## src/rtl/i2c_cond_pkg.sv

```systemverilog
package i2c_cond_pkg;
    localparam int CNT_W = 16;

    typedef enum logic [1:0] {
        SQ_IDLE,
        SQ_PULL,
        SQ_REL_SCL,
        SQ_HOLD
    } seq_state_e;

    typedef struct packed {
        seq_state_e       state;
        logic [CNT_W-1:0] cnt;
        logic             sda_oe;
        logic             scl_oe;
    } seq_regs_t;

    typedef struct packed {
        logic sda_prev;
        logic scl_prev;
        logic busy;
    } mon_regs_t;

    typedef struct packed {
        logic start_pend;
        logic start_go;
        logic stat_pend;
    } top_regs_t;
endpackage

```

## src/rtl/i2c_line_sync.sv

```systemverilog
module i2c_line_sync #(
    parameter int WIDTH  = 2,
    parameter int STAGES = 2
) (
    input  logic             clk,
    input  logic             rst,
    input  logic [WIDTH-1:0] din,
    output logic [WIDTH-1:0] dout
);
    for (genvar b = 0; b < WIDTH; b++) begin : g_bit
        logic [STAGES-1:0] chain_d, chain_q;

        always_comb begin
            if (STAGES > 1) chain_d = {chain_q[STAGES-2:0], din[b]};
            else            chain_d = din[b];
        end

        always_ff @(posedge clk) begin
            if (rst) chain_q <= '1;
            else     chain_q <= chain_d;
        end

        assign dout[b] = chain_q[STAGES-1];
    end
endmodule

```

## src/rtl/i2c_bus_monitor.sv

```systemverilog
module i2c_bus_monitor
    import i2c_cond_pkg::*;
(
    input  logic clk,
    input  logic rst,
    input  logic sda_s,
    input  logic scl_s,
    output logic busy
);
    mon_regs_t r_d, r_q;
    logic start_seen, stop_seen;

    always_comb begin
        r_d          = r_q;
        start_seen   = r_q.sda_prev && !sda_s && scl_s && r_q.scl_prev;
        stop_seen    = !r_q.sda_prev && sda_s && scl_s && r_q.scl_prev;
        r_d.sda_prev = sda_s;
        r_d.scl_prev = scl_s;
        if (start_seen)     r_d.busy = 1'b1;
        else if (stop_seen) r_d.busy = 1'b0;
    end

    always_ff @(posedge clk) begin
        if (rst) r_q <= '{sda_prev: 1'b1, scl_prev: 1'b1, busy: 1'b0};
        else     r_q <= r_d;
    end

    assign busy = r_q.busy;

    // busy only clears after SDA was seen high with SCL high
    p_busy_fall_on_stop_r6: assert property (@(posedge clk) disable iff (rst)
        $fell(r_q.busy) |-> ($past(sda_s) && $past(scl_s)));
    // busy only sets after SDA was seen low with SCL high
    p_busy_rise_on_start_r6: assert property (@(posedge clk) disable iff (rst)
        $rose(r_q.busy) |-> (!$past(sda_s) && $past(scl_s)));
endmodule

```

## src/rtl/i2c_setup_timer.sv

```systemverilog
module i2c_setup_timer
    import i2c_cond_pkg::*;
#(
    parameter int SETUP_CYC = 235
) (
    input  logic clk,
    input  logic rst,
    input  logic load,
    output logic done
);
    localparam logic [CNT_W-1:0] LOAD_VAL = CNT_W'(SETUP_CYC);

    logic [CNT_W-1:0] cnt_d, cnt_q;

    always_comb begin
        cnt_d = cnt_q;
        if (load)             cnt_d = LOAD_VAL;
        else if (cnt_q != '0) cnt_d = cnt_q - 1'b1;
    end

    always_ff @(posedge clk) begin
        if (rst) cnt_q <= '0;
        else     cnt_q <= cnt_d;
    end

    assign done = (cnt_q == '0);

    // the counter never exceeds its load value
    p_cnt_bound_r9: assert property (@(posedge clk) disable iff (rst)
        cnt_q <= LOAD_VAL);
endmodule

```

## src/rtl/i2c_stop_seq.sv

```systemverilog
module i2c_stop_seq
    import i2c_cond_pkg::*;
#(
    parameter int HOLD_CYC = 200
) (
    input  logic clk,
    input  logic rst,
    input  logic do_stop,
    input  logic do_restart,
    input  logic scl_s,
    output logic sda_oe,
    output logic scl_oe,
    output logic idle,
    output logic restart_ld
);
    localparam logic [CNT_W-1:0] HOLD_LAST = CNT_W'(HOLD_CYC - 1);

    seq_regs_t r_d, r_q;

    always_comb begin
        r_d        = r_q;
        restart_ld = 1'b0;
        unique case (r_q.state)
            SQ_IDLE: begin
                if (do_stop) begin
                    r_d.state  = SQ_PULL;
                    r_d.sda_oe = 1'b1;
                    r_d.scl_oe = 1'b1;
                end else if (do_restart) begin
                    r_d.sda_oe = 1'b0;
                    r_d.scl_oe = 1'b0;
                    restart_ld = 1'b1;
                end
            end
            SQ_PULL: begin
                if (!scl_s) begin
                    r_d.state  = SQ_REL_SCL;
                    r_d.scl_oe = 1'b0;
                end
            end
            SQ_REL_SCL: begin
                if (scl_s) begin
                    r_d.state = SQ_HOLD;
                    r_d.cnt   = '0;
                end
            end
            SQ_HOLD: begin
                if (!scl_s) begin
                    r_d.state = SQ_REL_SCL;
                end else if (r_q.cnt == HOLD_LAST) begin
                    r_d.state  = SQ_IDLE;
                    r_d.sda_oe = 1'b0;
                end else begin
                    r_d.cnt = r_q.cnt + 1'b1;
                end
            end
            default: r_d.state = SQ_IDLE;
        endcase
    end

    always_ff @(posedge clk) begin
        if (rst) r_q <= '{state: SQ_IDLE, cnt: '0, sda_oe: 1'b0, scl_oe: 1'b0};
        else     r_q <= r_d;
    end

    assign sda_oe = r_q.sda_oe;
    assign scl_oe = r_q.scl_oe;
    assign idle   = (r_q.state == SQ_IDLE);

    // SDA and SCL are pulled together when a stop begins
    p_pull_together_r2: assert property (@(posedge clk) disable iff (rst)
        $rose(r_q.sda_oe) |-> $rose(r_q.scl_oe));
    // SDA kept low while the released clock still reads low
    p_sda_kept_r3: assert property (@(posedge clk) disable iff (rst)
        (r_q.sda_oe && !r_q.scl_oe && !scl_s) |=> r_q.sda_oe);
    // SDA only released while SCL was seen high
    p_release_scl_high_r4: assert property (@(posedge clk) disable iff (rst)
        $fell(r_q.sda_oe) |-> $past(scl_s));
endmodule

```

## src/rtl/i2c_cond_seq.sv

```systemverilog
module i2c_cond_seq
    import i2c_cond_pkg::*;
#(
    parameter int SETUP_CYC   = 235,
    parameter int HOLD_CYC    = 200,
    parameter int SYNC_STAGES = 2
) (
    input  logic clk,
    input  logic rst,
    input  logic cmd_wr,
    input  logic cmd_master,
    input  logic cmd_xmit,
    input  logic cmd_busy,
    input  logic cmd_pend,
    input  logic start_req,
    input  logic sda_in,
    input  logic scl_in,
    output logic sda_oe,
    output logic scl_oe,
    output logic start_go,
    output logic stat_busy,
    output logic stat_lastbit,
    output logic stat_pend
);
    logic [1:0] line_s;
    logic       sda_s, scl_s;
    logic       busy, seq_idle, restart_ld, timer_done;
    logic       wr_stop, wr_restart;
    top_regs_t  r_d, r_q;

    i2c_line_sync #(.WIDTH(2), .STAGES(SYNC_STAGES)) u_sync (
        .clk  (clk),
        .rst  (rst),
        .din  ({sda_in, scl_in}),
        .dout (line_s)
    );
    assign sda_s = line_s[1];
    assign scl_s = line_s[0];

    i2c_bus_monitor u_mon (
        .clk   (clk),
        .rst   (rst),
        .sda_s (sda_s),
        .scl_s (scl_s),
        .busy  (busy)
    );

    assign wr_stop    = cmd_wr &&  cmd_master &&  cmd_xmit && !cmd_busy && cmd_pend;
    assign wr_restart = cmd_wr && !cmd_master && !cmd_xmit && !cmd_busy && cmd_pend;

    i2c_stop_seq #(.HOLD_CYC(HOLD_CYC)) u_seq (
        .clk        (clk),
        .rst        (rst),
        .do_stop    (wr_stop),
        .do_restart (wr_restart),
        .scl_s      (scl_s),
        .sda_oe     (sda_oe),
        .scl_oe     (scl_oe),
        .idle       (seq_idle),
        .restart_ld (restart_ld)
    );

    i2c_setup_timer #(.SETUP_CYC(SETUP_CYC)) u_timer (
        .clk  (clk),
        .rst  (rst),
        .load (restart_ld),
        .done (timer_done)
    );

    always_comb begin
        r_d          = r_q;
        r_d.start_go = 1'b0;
        if (cmd_wr) r_d.stat_pend = cmd_pend;
        if (start_req) r_d.start_pend = 1'b1;
        if (r_q.start_pend && !busy && timer_done && seq_idle && !restart_ld) begin
            r_d.start_go   = 1'b1;
            r_d.start_pend = 1'b0;
        end
    end

    always_ff @(posedge clk) begin
        if (rst) r_q <= '{start_pend: 1'b0, start_go: 1'b0, stat_pend: 1'b1};
        else     r_q <= r_d;
    end

    assign start_go     = r_q.start_go;
    assign stat_busy    = busy;
    assign stat_lastbit = scl_s;
    assign stat_pend    = r_q.stat_pend;

    // start_go is a single-cycle pulse
    p_go_pulse_r8: assert property (@(posedge clk) disable iff (rst)
        start_go |=> !start_go);
    // start_go only follows a free bus and an expired timer
    p_go_free_r8: assert property (@(posedge clk) disable iff (rst)
        $rose(start_go) |-> ($past(!busy) && $past(timer_done)));
endmodule

```

## config.mk

```make
export PLATFORM = sky130hd
export DESIGN_NAME = i2c_cond_seq
export DESIGN_NICKNAME = d
export VERILOG_FILES = /design/src/rtl/i2c_cond_pkg.sv /design/src/rtl/i2c_line_sync.sv /design/src/rtl/i2c_bus_monitor.sv /design/src/rtl/i2c_setup_timer.sv /design/src/rtl/i2c_stop_seq.sv /design/src/rtl/i2c_cond_seq.sv
export SDC_FILE = /design/constraint.sdc
export NUM_CORES = 1
export LEC_CHECK = 0
export ABC_AREA = 1
export CORE_ASPECT_RATIO = 1.1
export CORE_MARGIN = 1.5
export CORE_UTILIZATION = 30
export DETAILED_ROUTE_END_ITERATION = 8
export GPL_ROUTABILITY_DRIVEN = 0
export SYNTH_ARGS = -nofsm -noshare
export SYNTH_HDL_FRONTEND = slang
export SYNTH_SLANG_ARGS = --single-unit
export TNS_END_PERCENT = 5
```

## constraint.sdc

```tcl
create_clock -name clk -period 1.7 [get_ports clk]
set_clock_uncertainty 0.05 [all_clocks]
set_input_delay 0.255 -clock clk [delete_from_list [all_inputs] [get_ports clk]]
set_output_delay 0.255 -clock clk [all_outputs]
set_load 0.02 [all_outputs]
```

[Yosys cells after proc, flatten, opt, wreduce, memory -nomap -nowiden]
Index checks and enable logic that the tools add are counted.
Word-level totals
  register bits: 46
  latch bits: 0
  RAM bits: 0
  bits in read-only memories: 0
  memories: 0
Operators by class
  $add $sub $neg: 2
  multiply operators: 0
  divide/modulo/power cells: 0
  $lt $le $gt $ge: 0
  equality and inequality tests: 12
  shift operators: 0
  multiplexer cells: 23
  bitwise gates (word level): 0
  reduce and logical (&&, ||, !) cells: 39
Operators with widths (number)
  16-bit one-hot mux with 2 select lines: 1
  1-bit logical AND: 18
  18-bit two-way mux: 1
  17-bit two-way mux: 1
  16-bit by 1-bit adder with 16-bit output, second input constant: 1
  16-bit by 8-bit equality test with 1-bit output, second input constant: 1
  16-bit logical NOT: 1
  16-bit two-way mux: 1
  8-bit two-way mux: 2
  16-bit nonzero test: 1
  16-bit by 1-bit subtractor with 16-bit output, second input constant: 1
  2-bit two-way mux: 6
  4-bit AND reduction: 3
  2-bit nonzero test: 5
  1-bit two-way mux: 8
  2-bit != test, second input constant: 4
  2-bit one-hot mux with 4 select lines: 1
  1-bit logical NOT: 7
  2-bit equality test, second input constant: 2
  2-bit by 1-bit != test with 1-bit output, second input constant: 2
  1-bit one-hot mux with 2 select lines: 2
  2-bit OR reduction: 2
  3-bit by 1-bit != test with 1-bit output, second input constant: 1
  3-bit by 2-bit != test with 1-bit output, second input constant: 1
  3 further kinds: 3

[Logic depth before layout (Yosys ltp)]
Gate-level depths: netlist (run 1).
  word-level depth: 11
  depth in mapped cells: 11
  mapped depth without buffers: 11

[Hierarchy]
From an unflattened synthesis (run 1), not the netlist that was laid out.
Second synthesis, totals
  cells, all modules: 399
  area total of the unflattened synthesis: 2638.8 sq um
By module, submodules not included
  i2c_stop_seq: instances 1, cells each 201, area each 1239.9 sq um
  i2c_setup_timer: instances 1, cells each 151, area each 1002.2 sq um
  i2c_cond_seq: instances 1, cells each 19, area each 151.4 sq um
  i2c_line_sync: instances 1, cells each 15, area each 131.4 sq um
  i2c_bus_monitor: instances 1, cells each 13, area each 113.9 sq um

[Worst setup path after synthesis (run 1)]
Ideal clock, no wire load.
  path kind: register to register
  from: register u_timer.cnt_q[0]
  to: register r_q[2] (netlist bit)
  arrival time: 1339 ps
  setup slack: 194 ps
  stages on the path, launching flop included: 9
  path buffers: 0
  period minus slack after synthesis: 1506 ps
  cells stage by stage: dfxtp_1 > inv_1 > ha_1 > nand3_2 > nor2_4 > nand3_1 > nor2_1 > nand4_1 > nor2b_1
Between the ends
  longest elaborated chain between the ends: 5
RTL lines
  from (decl): line i2c_setup_timer.sv:13  | logic [CNT_W-1:0] cnt_d, cnt_q;
  from (signal assigned): line i2c_setup_timer.sv:23  | else cnt_q <= cnt_d;
  16-bit logical NOT: line i2c_setup_timer.sv:26  | assign done = (cnt_q == '0);
  1-bit logical AND (3 in series): line i2c_cond_seq.sv:75  | if (r_q.start_pend && !busy && timer_done && seq_idle && !restart_ld) begin
  2-bit OR reduction (no source line)
  to (signal assigned): line i2c_cond_seq.sv:82  | if (rst) r_q <= '{start_pend: 1'b0, start_go: 1'b0, stat_pend: 1'b1};
  to (signal assigned): line i2c_cond_seq.sv:83  | else r_q <= r_d;
  to (decl): line i2c_cond_seq.sv:29  | top_regs_t r_d, r_q;
Every way passes these cells.
A chain may end at the register's enable or synchronous reset.

[Worst setup path after layout (run 1)]
  from: register u_mon.r_q, in the netlist u_mon.busy
  to: output port stat_busy
RTL lines
  from (decl): line i2c_bus_monitor.sv:10  | mon_regs_t r_d, r_q;
  from (signal assigned): line i2c_bus_monitor.sv:24  | if (rst) r_q <= '{sda_prev: 1'b1, scl_prev: 1'b1, busy: 1'b0};
  from (signal assigned): line i2c_bus_monitor.sv:25  | else r_q <= r_d;
  to (decl): line i2c_cond_seq.sv:21  | output logic stat_busy,
No word-level cell between the ends.

==> results of run 1 <==
## metal layers
layer,GRT usage,up-vias
met4,0.0361,0
met2,0.220,17
met5,0,-
li1,-,1214
met3,0.0256,2
met1,0.169,1024
## worst max path at each step
stage | start | endpoint | depth (start not counted)
CTS | u_sync.g_bit[0].chain_q[1] | stat_lastbit | 1
global route | u_seq.r_q[18] | u_timer.cnt_q[12] | 7
finish | u_mon.busy | stat_busy | 1
detailed placement | cmd_wr | u_timer.cnt_q[12] | 8
global placement | cmd_wr | u_timer.cnt_q[12] | 8
floorplan | u_timer.cnt_q[0] | r_q[2] | 8
## through the flow
step	setup WS (ps)	setup TNS, ps	hold slack, ps	power (W)	util
global placement	17.2	0	344	0.00298	0.357
floorplan	194	0	309	0.00257	-
global route	-4.98	-4.98	385	0.00418	0.375
finish	114	0	364	0.00384	0.375
CTS	30.2	0	368	0.00384	0.371
detailed placement	-42.6	-287	348	0.00301	0.357
## flip-flops by register name (all words and copies together) (netlist names)
signal,cells
start_go,1
u_timer.cnt_q,16
u_mon.r_q,2
u_seq.sda_oe,1
u_mon.busy,1
r_q,1
u_seq.scl_oe,1
u_seq.r_q,18
u_sync.g_bit.chain_q,4
stat_pend,1
## final cells by class
class,count,area [um^2],area share
sequential,46,923,0.315
multi-input combinational,261,1310,0.446
clock inverter,1,30.0,0.0102
timing repair buffer,33,288,0.0981
tap,108,135,0.0461
clock buffer,6,82.6,0.0282
inverter,44,166,0.0567
## cells by family (layout without fill, tap and decap cells)
logic type / Yosys count / count (layout)
AO/OA/AOI/OAI: 42 / 42
buffers and inverters: 49 / 84
flip-flops: 46 / 46
XOR/XNOR: 5 / 5
AND/OR/NAND/NOR: 207 / 207
adder cells (fa/ha/maj): 7 / 7
## cells in the mapped netlist, types with 2 or more instances
master    instances  area share
nor2_1           59       0.092
a21oi_1          25       0.052
o21ai_0           7       0.015
xor2_1            4       0.015
nand4_1           4       0.010
nor3_1            7       0.015
dfxtp_1          46        0.38
or2_2             9       0.023
ha_1              7       0.036
nand2_2           5       0.013
nand3_1          32       0.067
inv_1            42       0.066
nand3_2           2      0.0083
nand2_1          82        0.13
a211oi_1          5       0.016
nand2_4           2      0.0094
## where the power goes
group	switching, W	internal (W)	total (W)
clock	0.000355	0.000471	0.000826
sequential	0.000133	0.00126	0.00139
combinational	0.000953	0.000673	0.00163
## repair_timing
| action | in CTS | in global routing |
|---|---|---|
| pin swaps | 0 | 1 |
| hold buffers | 0 | 0 |
| hold endpoints to repair | 0 | 0 |
| endpoints found under the setup margin | 1 | 12 |
| gates resized for setup | 1 | 9 |
==> flow_summary.yaml, run 1 <==
run_status:
  status: "finished clean"
critical_path:
  critPathMaxFanout: 4
  start_kind: "flop"
  crit_arrival_ps: 1280
  critPathKind: "flop to output pin"
  cp-end-kind: "output pin"
  r2r_slack_ps: 140
  required_ps: 1390
  path_buf_inv: 1
  critical-path-top-delay-family: "buffers and inverters"
  cp_slowest_stage_delay_ps: 620
  r2r-end: "u_seq.r_q[15]"
  rr_worst_depth: 6
  rr_startpoint: "u_seq.r_q[4]"
  crit_chain: "clkdlybuf4s50_1"
  crit_path_top_delay_cell: "clkdlybuf4s50_1"
timing:
  rsz0062_at_grt: "true"
  tightest_slew_ps: 457
  clock.fmax_mhz: 631
  setup_violations: 0
  slew_headroom: 0.694
  final.period_utilization: 0.933
  period_minus_slack_ps: 1590
  report.final.hold_viol_count: 0
  slew_violations: 0
detailed_routing:
  vias_per_cell: 4.52
  vias: 2257
  totalWireLength_um: 5220
  top_layer: "met4"
  first_pass_iters: 5
  drc_errors: 0
  wl_met1_um: 2490
  drt_iter0_markers: 100
  wl_met3_um: 87
  wl_met2_um: 2610
  wl_per_cell_um: 10.5
  drtAntennaViolNets: 0
cells_and_area:
  drive_above_1_share: 0.138
  syn2layout_area_growth_pct: 21.9
  final_cell_area_um2: 2930
  nets: 408
  final_cells: 499
  num_antenna_cells: 0
  mostFrequentLayoutCells: "82 x nand2_1, 58 x nor2_1, 44 x dfxtp_1"
  final_common_cell: "nand2_1"
  fill_cells: 857
min_path:
  holdPathEnd: "u_sync.g_bit[0].chain_q[1]"
  min_path_cells: 1
  min_path_type: "flop to flop"
  hold_start: "u_sync.g_bit[0].chain_q[0]"
yosys:
  async_flop_share: 0
  yosys_warnings: 0
  syn_inst: 356
  synth-main-ff-cell: "dfxtp_1"
  synth_top_family_by_area: "simple AND/OR/NAND/NOR gates"
  synth_xor_area_frac: 0.0182
  synth_area_um2: 2410
  synth_cell_type_count: 34
  synthSimpleGateAreaFrac: 0.383
  synth_mux_area_frac: 0
  synth-adder-area-share: 0.0364
  synth-compound-area-share: 0.0972
  ys_ff_latch: 46
  ys_seq_area_frac: 0.383
  synth_edf_count: 0
  synth_nets: 373
  synth.avg_cell_area_um2: 6.76
floorplanning:
  start_util: 0.307
  coreArea_um2: 7830
  die_w_um: 88.4
  io_pins: 16
  rows: 34
  die-area_um2: 8570
  fp.dieH_um: 96.9
clock_tree:
  path_clk_slew_ps: 80
  cts_made_buffers: 5
  cts_tree: "built"
  h-tree-depth: 2
  clock_latency_ps: 290
  cts_setup_buffers: 0
  cts_root_buf: "clkbuf_8"
  cts_sinks: 46
  cts_buffer_depth: 2
global_routing:
  grt_pass1_vias: 2136
  grtUsageTotal: 0.131
  grt_max_degree: 26
  grt_pass1_wl_um: 9180
  antenna_found_initial: 0
  overflow: 0
power_and_ir_drop:
  p_leak_nw: 1.22
  vdd_drop_max_v: 0.000818
  powerDensity_nw_per_um2: 1310
placed_design:
  placedCellCount: 492
  dpl.hpwl_um: 3970
  post_dp_cell_area_um2: 2790
  numPortBuffers: 15
flow_run:
  drv_cap: 0
No activity file was read; power rests on OpenSTA's default activity.
==> run 2, diff against run 1 <==
- SKIP_LAST_GASP: default -> 1
==> flow_summary.yaml, run 2 (same netlist as run 1, synthesis figures left out) <==
min_path:
  min_path_type: "flop to flop"
  hold_start: "u_sync.g_bit[0].chain_q[0]"
  holdPathEnd: "u_sync.g_bit[0].chain_q[1]"
  min_path_cells: 1
cells_and_area:
  reg.largest.list: "u_seq.r_q (18), u_timer.cnt_q (16), u_sync.g_bit.chain_q (4)"
  regMostFlops: "u_seq.r_q"
  syn2layout_area_growth_pct: 21.3
  largest_register_ffs: 18
  mostFrequentLayoutCells: "82 x nand2_1, 58 x nor2_1, 45 x dfxtp_1"
  drive_above_1_share: 0.130
  final_common_cell: "nand2_1"
  nets: 408
  num_antenna_cells: 0
floorplanning:
  die_w_um: 88.4
  rows: 34
  fp.dieH_um: 96.9
  die-area_um2: 8570
  io_pins: 16
  coreArea_um2: 7830
  start_util: 0.307
timing:
  clock.fmax_mhz: 604
  report.final.hold_viol_count: 0
  period_minus_slack_ps: 1660
  setup_violations: 0
  tightest_slew_ps: 456
  hold_ws_ps: 364
  slew_violations: 0
  slew_headroom: 0.695
  setup_slack_ps: 44.8
  rsz0062_at_grt: "true"
  final.period_utilization: 0.974
critical_path:
  crit_cells: 1
  critPathKind: "flop to output pin"
  rr_startpoint: "u_seq.r_q[3]"
  r2r_slack_ps: 120
  critPathMaxFanout: 8
  critical-path-top-delay-family: "buffers and inverters"
  cp-end-kind: "output pin"
  crit_arrival_ps: 1350
  required_ps: 1390
  rr_worst_depth: 9
  start_kind: "flop"
  r2r-end: "u_seq.r_q[2]"
  path_buf_inv: 1
  cp_slowest_stage_delay_ps: 630
  crit_path_top_delay_cell: "clkdlybuf4s50_1"
  crit_chain: "clkdlybuf4s50_1"
clock_tree:
  path_clk_slew_ps: 80
  cts_sinks: 46
  cts_root_buf: "clkbuf_8"
  clock_latency_ps: 290
  cts_made_buffers: 5
  h-tree-depth: 2
  cts_buffer_depth: 2
  cts_tree: "built"
  ctsHoldBuffers: 0
detailed_routing:
  wl_per_cell_um: 10.3
  vias: 2236
  totalWireLength_um: 5160
  drc_errors: 0
  first_pass_iters: 4
  drtAntennaViolNets: 0
  vias_per_cell: 4.48
  drt_iter0_markers: 102
placed_design:
  numPortBuffers: 15
  dpl.hpwl_um: 3970
  pre_cts_ws_ps: -42.6
power_and_ir_drop:
  vdd_drop_max_v: 0.000816
  power_w: 0.00381
  p_leak_nw: 1.22
  powerDensity_nw_per_um2: 1310
global_routing:
  overflow: 0
  grt_max_degree: 26
  antenna_found_initial: 0
  grt_pass1_vias: 2136
  grt_pass1_wl_um: 9180
  grtUsageTotal: 0.131
flow_run:
  drv_cap: 0
run_status:
  status: "finished clean"
-- run 2: cell count changes in the layout (fill, tap and decap cells not counted), sizes merged --
cell and change:
dlymetal6s2s -1, clkdlybuf4s50 +1
-- run 2: layout make-up --
type                            instances  area [um^2]
Timing Repair Buffer                   33          285
Inverter                               44          166
Clock inverter                          1         30.0
Fill cell                             856         4910
Tap cell                              108          135
Clock buffer                            6         82.6
Sequential cell                        46          922
Multi-Input combinational cell        261         1300
-- run 2: metrics by stage --
stage | std cells | instance area [um^2] | utilization | setup TNS [ps]
2_1_floorplan | 356 | 2410 | - | 0
4_1_cts | 499 | 2910 | 0.371 | 0
5_1_grt | 499 | 2920 | 0.373 | -199
3_3_place_gp | 492 | 2790 | 0.357 | 0
3_5_place_dp | 492 | 2790 | 0.357 | -287
6_report | 499 | 2920 | 0.373 | 0
-- run 2: routing by layer --
layer | global-route usage | share of wire | wire (um) | up-vias
met2 | 0.220 | 0.50 | 2580 | 13
met5 | 0 | 0 | 0 | -
met4 | 0.0361 | 0.0078 | 40 | 0
met3 | 0.0256 | 0.017 | 88 | 4
met1 | 0.169 | 0.48 | 2450 | 1008
li1 | - | - | - | 1211
-- run 2: power by group --
| part | leakage, nW | switching [W] | internal, W |
|---|---|---|---|
| clock network | 0.0573 | 0.000353 | 0.000471 |
| logic | 0.784 | 0.000936 | 0.000665 |
| registers | 0.375 | 0.000131 | 0.00126 |
| total | 1.22 | 0.00142 | 0.00239 |
-- run 2: worst max path at each step --
stage                                     from           endpoint  slack [ps]
floorplan                     u_timer.cnt_q[0]             r_q[2]         190
global placement                        cmd_wr  u_timer.cnt_q[12]          20
detailed placement                      cmd_wr  u_timer.cnt_q[12]         -40
CTS                 u_sync.g_bit[0].chain_q[1]       stat_lastbit          30
global route                     u_seq.r_q[19]  u_timer.cnt_q[12]         -60
finish              u_sync.g_bit[0].chain_q[1]       stat_lastbit          40
-- run 2: what timing repair did --
item                                    in CTS  in global routing
endpoints found under the setup margin       1                 12
setup buffers                                0                  0
gates resized for setup                      1                  3
